**src/rtl/wwd_pkg.sv**
```systemverilog
package wwd_pkg;
  localparam int unsigned BUS_W = 32;

  localparam logic [7:0] OFS_CTRL  = 8'h90;
  localparam logic [7:0] OFS_PRE   = 8'h94;
  localparam logic [7:0] OFS_STAT  = 8'h98;
  localparam logic [7:0] OFS_KEY   = 8'h9C;
  localparam logic [7:0] OFS_CNT   = 8'hA0;
  localparam logic [7:0] OFS_REACT = 8'hA4;
  localparam logic [7:0] OFS_WIN   = 8'hA8;

  localparam logic [BUS_W-1:0] ARM_MAGIC = 32'hA98559DA;
  localparam logic [BUS_W-1:0] SVC_WORD1 = 32'h0000E51A;
  localparam logic [BUS_W-1:0] SVC_WORD2 = 32'h0000A35C;

  localparam logic [3:0] REACT_IRQ   = 4'hA;
  localparam logic [3:0] REACT_RESET = 4'h5;
  localparam logic [7:0] WIN_HALF    = 8'h50;
  localparam logic [7:0] WIN_RESET   = 8'h05;

  typedef enum logic {SEQ_IDLE, SEQ_ARMED} seq_state_e;
endpackage

```
**src/rtl/wwd_regfile.sv**
```systemverilog
module wwd_regfile
  import wwd_pkg::*;
#(
  parameter int unsigned ADDR_W    = 8,
  parameter int unsigned PRELOAD_W = 12,
  parameter int unsigned CNT_W     = 25
) (
  input  logic                 clk,
  input  logic                 rst_n,
  input  logic                 wr_en_i,
  input  logic [ADDR_W-1:0]    addr_i,
  input  logic [BUS_W-1:0]     wdata_i,
  input  logic                 armed_i,
  input  logic                 fault_i,
  input  logic [CNT_W-1:0]     cnt_i,
  output logic [PRELOAD_W-1:0] preload_o,
  output logic [3:0]           react_o,
  output logic [7:0]           win_o,
  output logic                 arm_req_o,
  output logic                 key_wr_o,
  output logic [BUS_W-1:0]     rdata_o
);
  logic hit_ctrl, hit_pre, hit_stat, hit_key, hit_cnt, hit_react, hit_win;

  assign hit_ctrl  = (addr_i == ADDR_W'(OFS_CTRL));
  assign hit_pre   = (addr_i == ADDR_W'(OFS_PRE));
  assign hit_stat  = (addr_i == ADDR_W'(OFS_STAT));
  assign hit_key   = (addr_i == ADDR_W'(OFS_KEY));
  assign hit_cnt   = (addr_i == ADDR_W'(OFS_CNT));
  assign hit_react = (addr_i == ADDR_W'(OFS_REACT));
  assign hit_win   = (addr_i == ADDR_W'(OFS_WIN));

  assign arm_req_o = wr_en_i && hit_ctrl && (wdata_i == ARM_MAGIC);
  assign key_wr_o  = wr_en_i && hit_key;

  always_ff @(posedge clk or negedge rst_n) begin
    if (!rst_n) begin
      preload_o <= '0;
      react_o   <= REACT_RESET;
      win_o     <= WIN_RESET;
    end else if (wr_en_i) begin
      if (hit_pre)   preload_o <= wdata_i[PRELOAD_W-1:0];
      if (hit_react) react_o   <= wdata_i[3:0];
      if (hit_win)   win_o     <= wdata_i[7:0];
    end
  end

  always_comb begin
    rdata_o = '0;
    if (hit_ctrl)  rdata_o[0]           = armed_i;
    if (hit_pre)   rdata_o[PRELOAD_W-1:0] = preload_o;
    if (hit_stat)  rdata_o[1]           = fault_i;
    if (hit_cnt)   rdata_o[CNT_W-1:0]   = cnt_i;
    if (hit_react) rdata_o[3:0]         = react_o;
    if (hit_win)   rdata_o[7:0]         = win_o;
  end

  a_r3_preload_write: assert property (@(posedge clk) disable iff (!rst_n)
    (wr_en_i && hit_pre) |=> preload_o == $past(wdata_i[PRELOAD_W-1:0]));
endmodule

```
**src/rtl/wwd_keyseq.sv**
```systemverilog
module wwd_keyseq
  import wwd_pkg::*;
(
  input  logic             clk,
  input  logic             rst_n,
  input  logic             key_wr_i,
  input  logic [BUS_W-1:0] wdata_i,
  output logic             seq_done_o
);
  seq_state_e state_q, state_d;

  always_comb begin
    state_d    = state_q;
    seq_done_o = 1'b0;
    if (key_wr_i) begin
      if (state_q == SEQ_IDLE) begin
        state_d = (wdata_i == SVC_WORD1) ? SEQ_ARMED : SEQ_IDLE;
      end else begin
        state_d    = SEQ_IDLE;
        seq_done_o = (wdata_i == SVC_WORD2);
      end
    end
  end

  always_ff @(posedge clk or negedge rst_n) begin
    if (!rst_n) state_q <= SEQ_IDLE;
    else        state_q <= state_d;
  end

  // a mismatching word in the armed state returns to idle
  a_r7_mismatch_idle: assert property (@(posedge clk) disable iff (!rst_n)
    (key_wr_i && state_q == SEQ_ARMED && wdata_i != SVC_WORD2) |=> state_q == SEQ_IDLE);
  a_r6_done_needs_armed: assert property (@(posedge clk) disable iff (!rst_n)
    seq_done_o |-> (state_q == SEQ_ARMED && key_wr_i));
endmodule

```
**src/rtl/wwd_core.sv**
```systemverilog
module wwd_core
  import wwd_pkg::*;
#(
  parameter int unsigned PRELOAD_W = 12,
  parameter int unsigned SHIFT     = 13,
  parameter int unsigned CNT_W     = PRELOAD_W + SHIFT
) (
  input  logic                 clk,
  input  logic                 rst_n,
  input  logic                 tick_i,
  input  logic                 arm_req_i,
  input  logic                 seq_done_i,
  input  logic [PRELOAD_W-1:0] preload_i,
  input  logic [3:0]           react_i,
  input  logic [7:0]           win_i,
  output logic                 armed_o,
  output logic                 fault_o,
  output logic [CNT_W-1:0]     cnt_o,
  output logic                 irq_o,
  output logic                 rst_req_o
);
  function automatic logic [CNT_W-1:0] load_of(input logic [PRELOAD_W-1:0] p);
    return {p, {SHIFT{1'b0}}};
  endfunction

  function automatic logic window_open(input logic [CNT_W-1:0] c,
                                       input logic [CNT_W-1:0] ld,
                                       input logic half);
    return !half || (c < (ld >> 1));
  endfunction

  logic             armed_q, fault_q, irq_q, rst_q;
  logic [CNT_W-1:0] cnt_q;
  logic [CNT_W-1:0] load_val;
  logic             live;
  logic             win_now;
  logic             evt_arm, evt_reload, evt_early, evt_expire, evt_fault, evt_dec;

  assign load_val   = load_of(preload_i);
  assign live       = armed_q && !fault_q;
  assign win_now    = window_open(cnt_q, load_val, win_i == WIN_HALF);
  assign evt_arm    = arm_req_i && !armed_q;
  assign evt_expire = live && tick_i && (cnt_q == '0);
  assign evt_early  = live && seq_done_i && !win_now;
  assign evt_reload = evt_arm || (live && seq_done_i && win_now);
  assign evt_fault  = evt_expire || evt_early;
  assign evt_dec    = live && tick_i && (cnt_q != '0) && !evt_reload;

  always_ff @(posedge clk or negedge rst_n) begin
    if (!rst_n) begin
      armed_q <= 1'b0;
      fault_q <= 1'b0;
      irq_q   <= 1'b0;
      rst_q   <= 1'b0;
      cnt_q   <= '0;
    end else begin
      if (evt_arm) armed_q <= 1'b1;
      if (evt_reload)   cnt_q <= load_val;
      else if (evt_dec) cnt_q <= cnt_q - 1'b1;
      if (evt_fault) begin
        fault_q <= 1'b1;
        if (react_i == REACT_IRQ) irq_q <= 1'b1;
        else                      rst_q <= 1'b1;
      end
    end
  end

  assign armed_o   = armed_q;
  assign fault_o   = fault_q;
  assign cnt_o     = cnt_q;
  assign irq_o     = irq_q;
  assign rst_req_o = rst_q;

  a_r4_one_down: assert property (@(posedge clk) disable iff (!rst_n)
    evt_dec |=> cnt_q == $past(cnt_q) - 1'b1);
  a_r5_expiry_faults: assert property (@(posedge clk) disable iff (!rst_n)
    evt_expire |=> fault_q);
  a_r6_service_reload: assert property (@(posedge clk) disable iff (!rst_n)
    (evt_reload && !evt_arm) |=> cnt_q == $past(load_val));
  a_r8_early_faults: assert property (@(posedge clk) disable iff (!rst_n)
    evt_early |=> fault_q);
  a_r9_fault_sticky: assert property (@(posedge clk) disable iff (!rst_n)
    fault_q |=> fault_q);
  a_r9_frozen: assert property (@(posedge clk) disable iff (!rst_n)
    fault_q |=> $stable(cnt_q));
  a_r10_single_route: assert property (@(posedge clk) disable iff (!rst_n)
    $onehot0({irq_q, rst_q}));
  a_r10_route_matches_fault: assert property (@(posedge clk) disable iff (!rst_n)
    (irq_q || rst_q) |-> fault_q);
  a_r11_arm_sticky: assert property (@(posedge clk) disable iff (!rst_n)
    armed_q |=> armed_q);
  a_r2_idle_still: assert property (@(posedge clk) disable iff (!rst_n)
    (!armed_q && !arm_req_i) |=> $stable(cnt_q) && !fault_q);
endmodule

```
**src/rtl/wwd_top.sv**
```systemverilog
module wwd_top
  import wwd_pkg::*;
#(
  parameter int unsigned ADDR_W    = 8,
  parameter int unsigned PRELOAD_W = 12,
  parameter int unsigned SHIFT     = 13
) (
  input  logic              clk,
  input  logic              rst_n,
  input  logic              tick_i,
  input  logic              wr_en_i,
  input  logic [ADDR_W-1:0] addr_i,
  input  logic [31:0]       wdata_i,
  output logic [31:0]       rdata_o,
  output logic              irq_o,
  output logic              rst_req_o
);
  localparam int unsigned CNT_W = PRELOAD_W + SHIFT;

  logic [PRELOAD_W-1:0] preload;
  logic [3:0]           react;
  logic [7:0]           win;
  logic                 arm_req, key_wr, seq_done, armed, fault;
  logic [CNT_W-1:0]     cnt;

  wwd_regfile #(.ADDR_W(ADDR_W), .PRELOAD_W(PRELOAD_W), .CNT_W(CNT_W)) u_regs (
    .clk(clk), .rst_n(rst_n), .wr_en_i(wr_en_i), .addr_i(addr_i), .wdata_i(wdata_i),
    .armed_i(armed), .fault_i(fault), .cnt_i(cnt),
    .preload_o(preload), .react_o(react), .win_o(win),
    .arm_req_o(arm_req), .key_wr_o(key_wr), .rdata_o(rdata_o)
  );

  wwd_keyseq u_keys (
    .clk(clk), .rst_n(rst_n), .key_wr_i(key_wr), .wdata_i(wdata_i), .seq_done_o(seq_done)
  );

  wwd_core #(.PRELOAD_W(PRELOAD_W), .SHIFT(SHIFT), .CNT_W(CNT_W)) u_core (
    .clk(clk), .rst_n(rst_n), .tick_i(tick_i), .arm_req_i(arm_req), .seq_done_i(seq_done),
    .preload_i(preload), .react_i(react), .win_i(win),
    .armed_o(armed), .fault_o(fault), .cnt_o(cnt), .irq_o(irq_o), .rst_req_o(rst_req_o)
  );
endmodule

```
**config.mk**
```make
export PLATFORM = sky130hd
export DESIGN_NAME = wwd_top
export DESIGN_NICKNAME = d
export VERILOG_FILES = /design/src/rtl/wwd_pkg.sv /design/src/rtl/wwd_regfile.sv /design/src/rtl/wwd_keyseq.sv /design/src/rtl/wwd_core.sv /design/src/rtl/wwd_top.sv
export SDC_FILE = /design/constraint.sdc
export NUM_CORES = 1
export LEC_CHECK = 0
export CAP_MARGIN = 20
export CORE_ASPECT_RATIO = 1.5
export CORE_MARGIN = 2
export CORE_UTILIZATION = 32
export DETAILED_ROUTE_END_ITERATION = 10
export GPL_ROUTABILITY_DRIVEN = 0
export PLACE_DENSITY = 0.67
export SLEW_MARGIN = 10
export SYNTH_ARGS = -nofsm -noshare
export SYNTH_HDL_FRONTEND = slang
export SYNTH_SLANG_ARGS = --single-unit
```
**constraint.sdc**
```tcl
create_clock -name clk -period 3 [get_ports clk]
set_input_delay 0.3 -clock clk [delete_from_list [all_inputs] [get_ports clk]]
set_output_delay 0.3 -clock clk [all_outputs]
set_load 0.01 [all_outputs]
```
==> key figures <==
Clock tree
  • Clk root buf: clkbuf_16
  • H-tree Lvls: 2
  • CTS Buf Count: 5
  • CTS tree: yes
  • Clock sinks: 54
  • Skew-Pair Late Insertion Delay: 0.30 ns
  • Clk slew on worst S/H paths: 0.08 ns
  • Clock Tree Buf Depth: 2
  • Post-CTS sizing: 0

Drt
  • Final ANT Viol Nets: 0
  • Via/cell ratio: 5.263
  • DRC: 0
  • Total Routed Length: 9891 um
  • Drt first pass iters: 4
  • Wire length per cell: 16.65 um
  • DR iter-0 viols: 173
  • Via count: 3,126

Min path
  • Worst hold path stage count: 1
  • Hold_sp: u_core.irq_o
  • Type of the worst min-delay path: reg -> reg

Global route
  • Initial antenna violation count: 0
  • Grt ovf: 0
  • Pin count of the biggest net entering global routing: 26
  • Vias in the first global route: 3,335
  • First-pass GRT wire length: 16,510 um
  • All-Layer GR Usage: 17.16%

STA
  • Final Hold Vio Count: 0
  • Worst-margin pin slew: 0.6200 ns
  • Slew Limit Fails: 0
  • RSZ-0062 raised after global routing: no
  • Final Skew: 0.007060 ns
  • Setup violators final: 0
  • Post-layout minimum cycle time: 2.735 ns
  • Max Fclk: 365.7 MHz
  • Final period util: 91.15%
  • Setup TNS: 0 ns
  • Max-slew headroom: 58.52%

Power
  • VDD IR max: 230.2 uV
  • P_leak: 1.965 nW
  • Total power draw: 1.522 mW
  • Total power per unit cell area: 328.1 nW/um^2

Synth
  • Synth Flop Type: dfrtp_1
  • Post-synth ARST share: 100.0%
  • Post-synthesis cell count: 362
  • Yosys cell types: 57
  • Part of the Yosys area used for sequential elements: 38.32%
  • Avg Synthesized Cell Area: 9.778 sq um
  • Synth Warn #: 0
  • Largest area contributor in the netlist: dfrtp_1
  • Cell Area, Synth: 3540 sq um
  • Share of the synthesized area in the top cell type: 35.35%
  • Post-synth EDFFs: 0
  • Flops & latches, synth: 54
  • Synth area leaders: dfrtp_1, mux2_2, ha_1

Cells and area
  • Share of cells above drive strength 1: 13.87%
  • Final instance area: 4641 sq um
  • Diode count: 0
  • Fillers: 1,109
  • Layout area overhead: 31.11%
  • Cell Count, Final, Fillers Out: 594
  • Nets: 503

Critical path
  • Worst r2r path cells: 8
  • CP max FO: 25
  • Reg-to-Reg Start: u_regs.preload_o[10]
  • CP arrival: 2.43 ns
  • Worst Setup End Kind: output port
  • Kind of critical path: in -> out
  • Critical path origin: addr_i[1]
  • Critical Path RT: 2.70 ns
  • Critical Path Start Type: primary input

Run
  • Max-Cap Viols: 0

Floorplan
  • Die area: 11,940 sq um
  • Die height: 132.8 um
  • Core area: 10,940 sq um
  • Placement Rows: 47
  • Io pins: 78
  • Die width: 89.88 um
  • Initial Util: 32.36%

Placement
  • I/O Buffers: 70
  • Placed cell count: 585
  • Area after DPL: 4481 sq um
  • HPWL after detailed placement: 7955 um

Status
  • Status: completed
-- synth_stat cells, drive strengths merged (4+ instances only) --
cell type   n
buf         8
nor2       32
dfrtp      50
nor4       14
a21o        4
xor2        4
nand4       6
mux2i       9
nor3       18
clkbuf      9
dfstp       4
a22o        5
nand3       6
a222oi      4
o21ai       9
nand4b      5
inv        19
xnor2      18
and2       13
nand2b      6
nor4bb      6
nand2      19
or3         7
mux2       28
ha         13
or4         4
-- routing by layer --
metal  vias up  track usage, %  part of all wire (%)
met5         -               0                     0
met4         0           7.009                   2.7
met1      1517           18.39                    38
met2       100           33.33                    55
li1       1492               -                     -
met3        17           2.449                   3.9
-- what timing repair did --
| item | in CTS | in global routing |
|---|---|---|
| setup buffers | 0 | 0 |
| endpoints found under the hold margin | 18 | 0 |
| hold buffers | 1 | 0 |
-- path summary, 6_finish.rpt --
path | endpoint | slack [ns]
setup reg to reg | u_core.cnt_o[22] | 0.35
max in group asynchronous | u_core.cnt_o[8] | 1.84
min in group asynchronous | u_regs.preload_o[2] | 0.49
setup / recovery | rdata_o[2] | 0.27
hold / removal | u_core.irq_o | 0.48
hold reg to reg | u_core.irq_o | 0.48
-- final cells by class --
cell class	count	area, sq um	area share, %
sequential	54	1356	29.23
timing repair buffer	88	845.8	18.23
tap	147	183.9	3.963
inverter	19	71.32	1.537
clock buffer	5	125.1	2.696
multi-input combinational	278	2033	43.81
clock inverter	3	25.02	0.5392
-- logic make-up after synthesis --
group,count (synthesis),share of synthesized area [%]
simple gates,155,25.45
compound gates,44,9.650
flops,54,38.32
mux,37,11.56
other cells,1,0.1059
xor+xnor,22,5.443
fa+ha+maj,13,4.595
buf+inv,36,4.878
-- critical path, cell delays in order --
cell and delay [ns]:
clkdlybuf4s50_1 0.42, nor3_1 0.26, nand2b_1 0.17, nor2_1 0.21, buf_12 0.20, nand2_1 0.10
a31oi_1 0.21, clkdlybuf4s50_1 0.56
-- layout by cell type, fill, tap and decap left out, drive strengths merged, types with 3 or more instances in the layout --
cell and count:
a21o 4, a222oi 4, a22o 5, and2 13, and3 3, and4b 3
buf 18, clkbuf 5, clkdlybuf4s50 69, conb 7, dfrtp 50, dfstp 4
ha 13, inv 20, mux2 28, mux2i 9, nand2 19, nand2b 6
nand3 6, nand4 6, nand4b 5, nor2 32, nor3 18, nor4 14
nor4bb 6, o211ai 3, o21ai 9, or3 7, or4 4, or4b 3
xnor2 18, xor2 4
-- sequential cells by signal, indices dropped and copies added, names as in the netlist, 4 cells and up --
name	count
u_regs.preload_o	12
u_core.cnt_o	25
u_regs.win_o	8
u_regs.react_o	4
-- through the flow --
stage | hold slack (ns) | utilization, % | setup slack, ns
2_1_floorplan | 0.004409 | - | 0.5612
3_3_place_gp | 0.2864 | 40.96 | 0.06883
3_5_place_dp | 0.2859 | 40.96 | 0.002950
4_1_cts | 0.4815 | 42.43 | 0.2665
5_1_grt | 0.5045 | 42.43 | 0.1884
6_report | 0.4802 | 42.43 | 0.2654
-- power by group --
group	leakage, nW	switching [mW]	internal (mW)	total (mW)
clock network	0.0704	0.287	0.315	0.602
registers	0.736	0.0150	0.745	0.760
logic	1.16	0.0722	0.0888	0.161
total	1.96	0.374	1.15	1.52
Power figures use the tool's default switching activity.
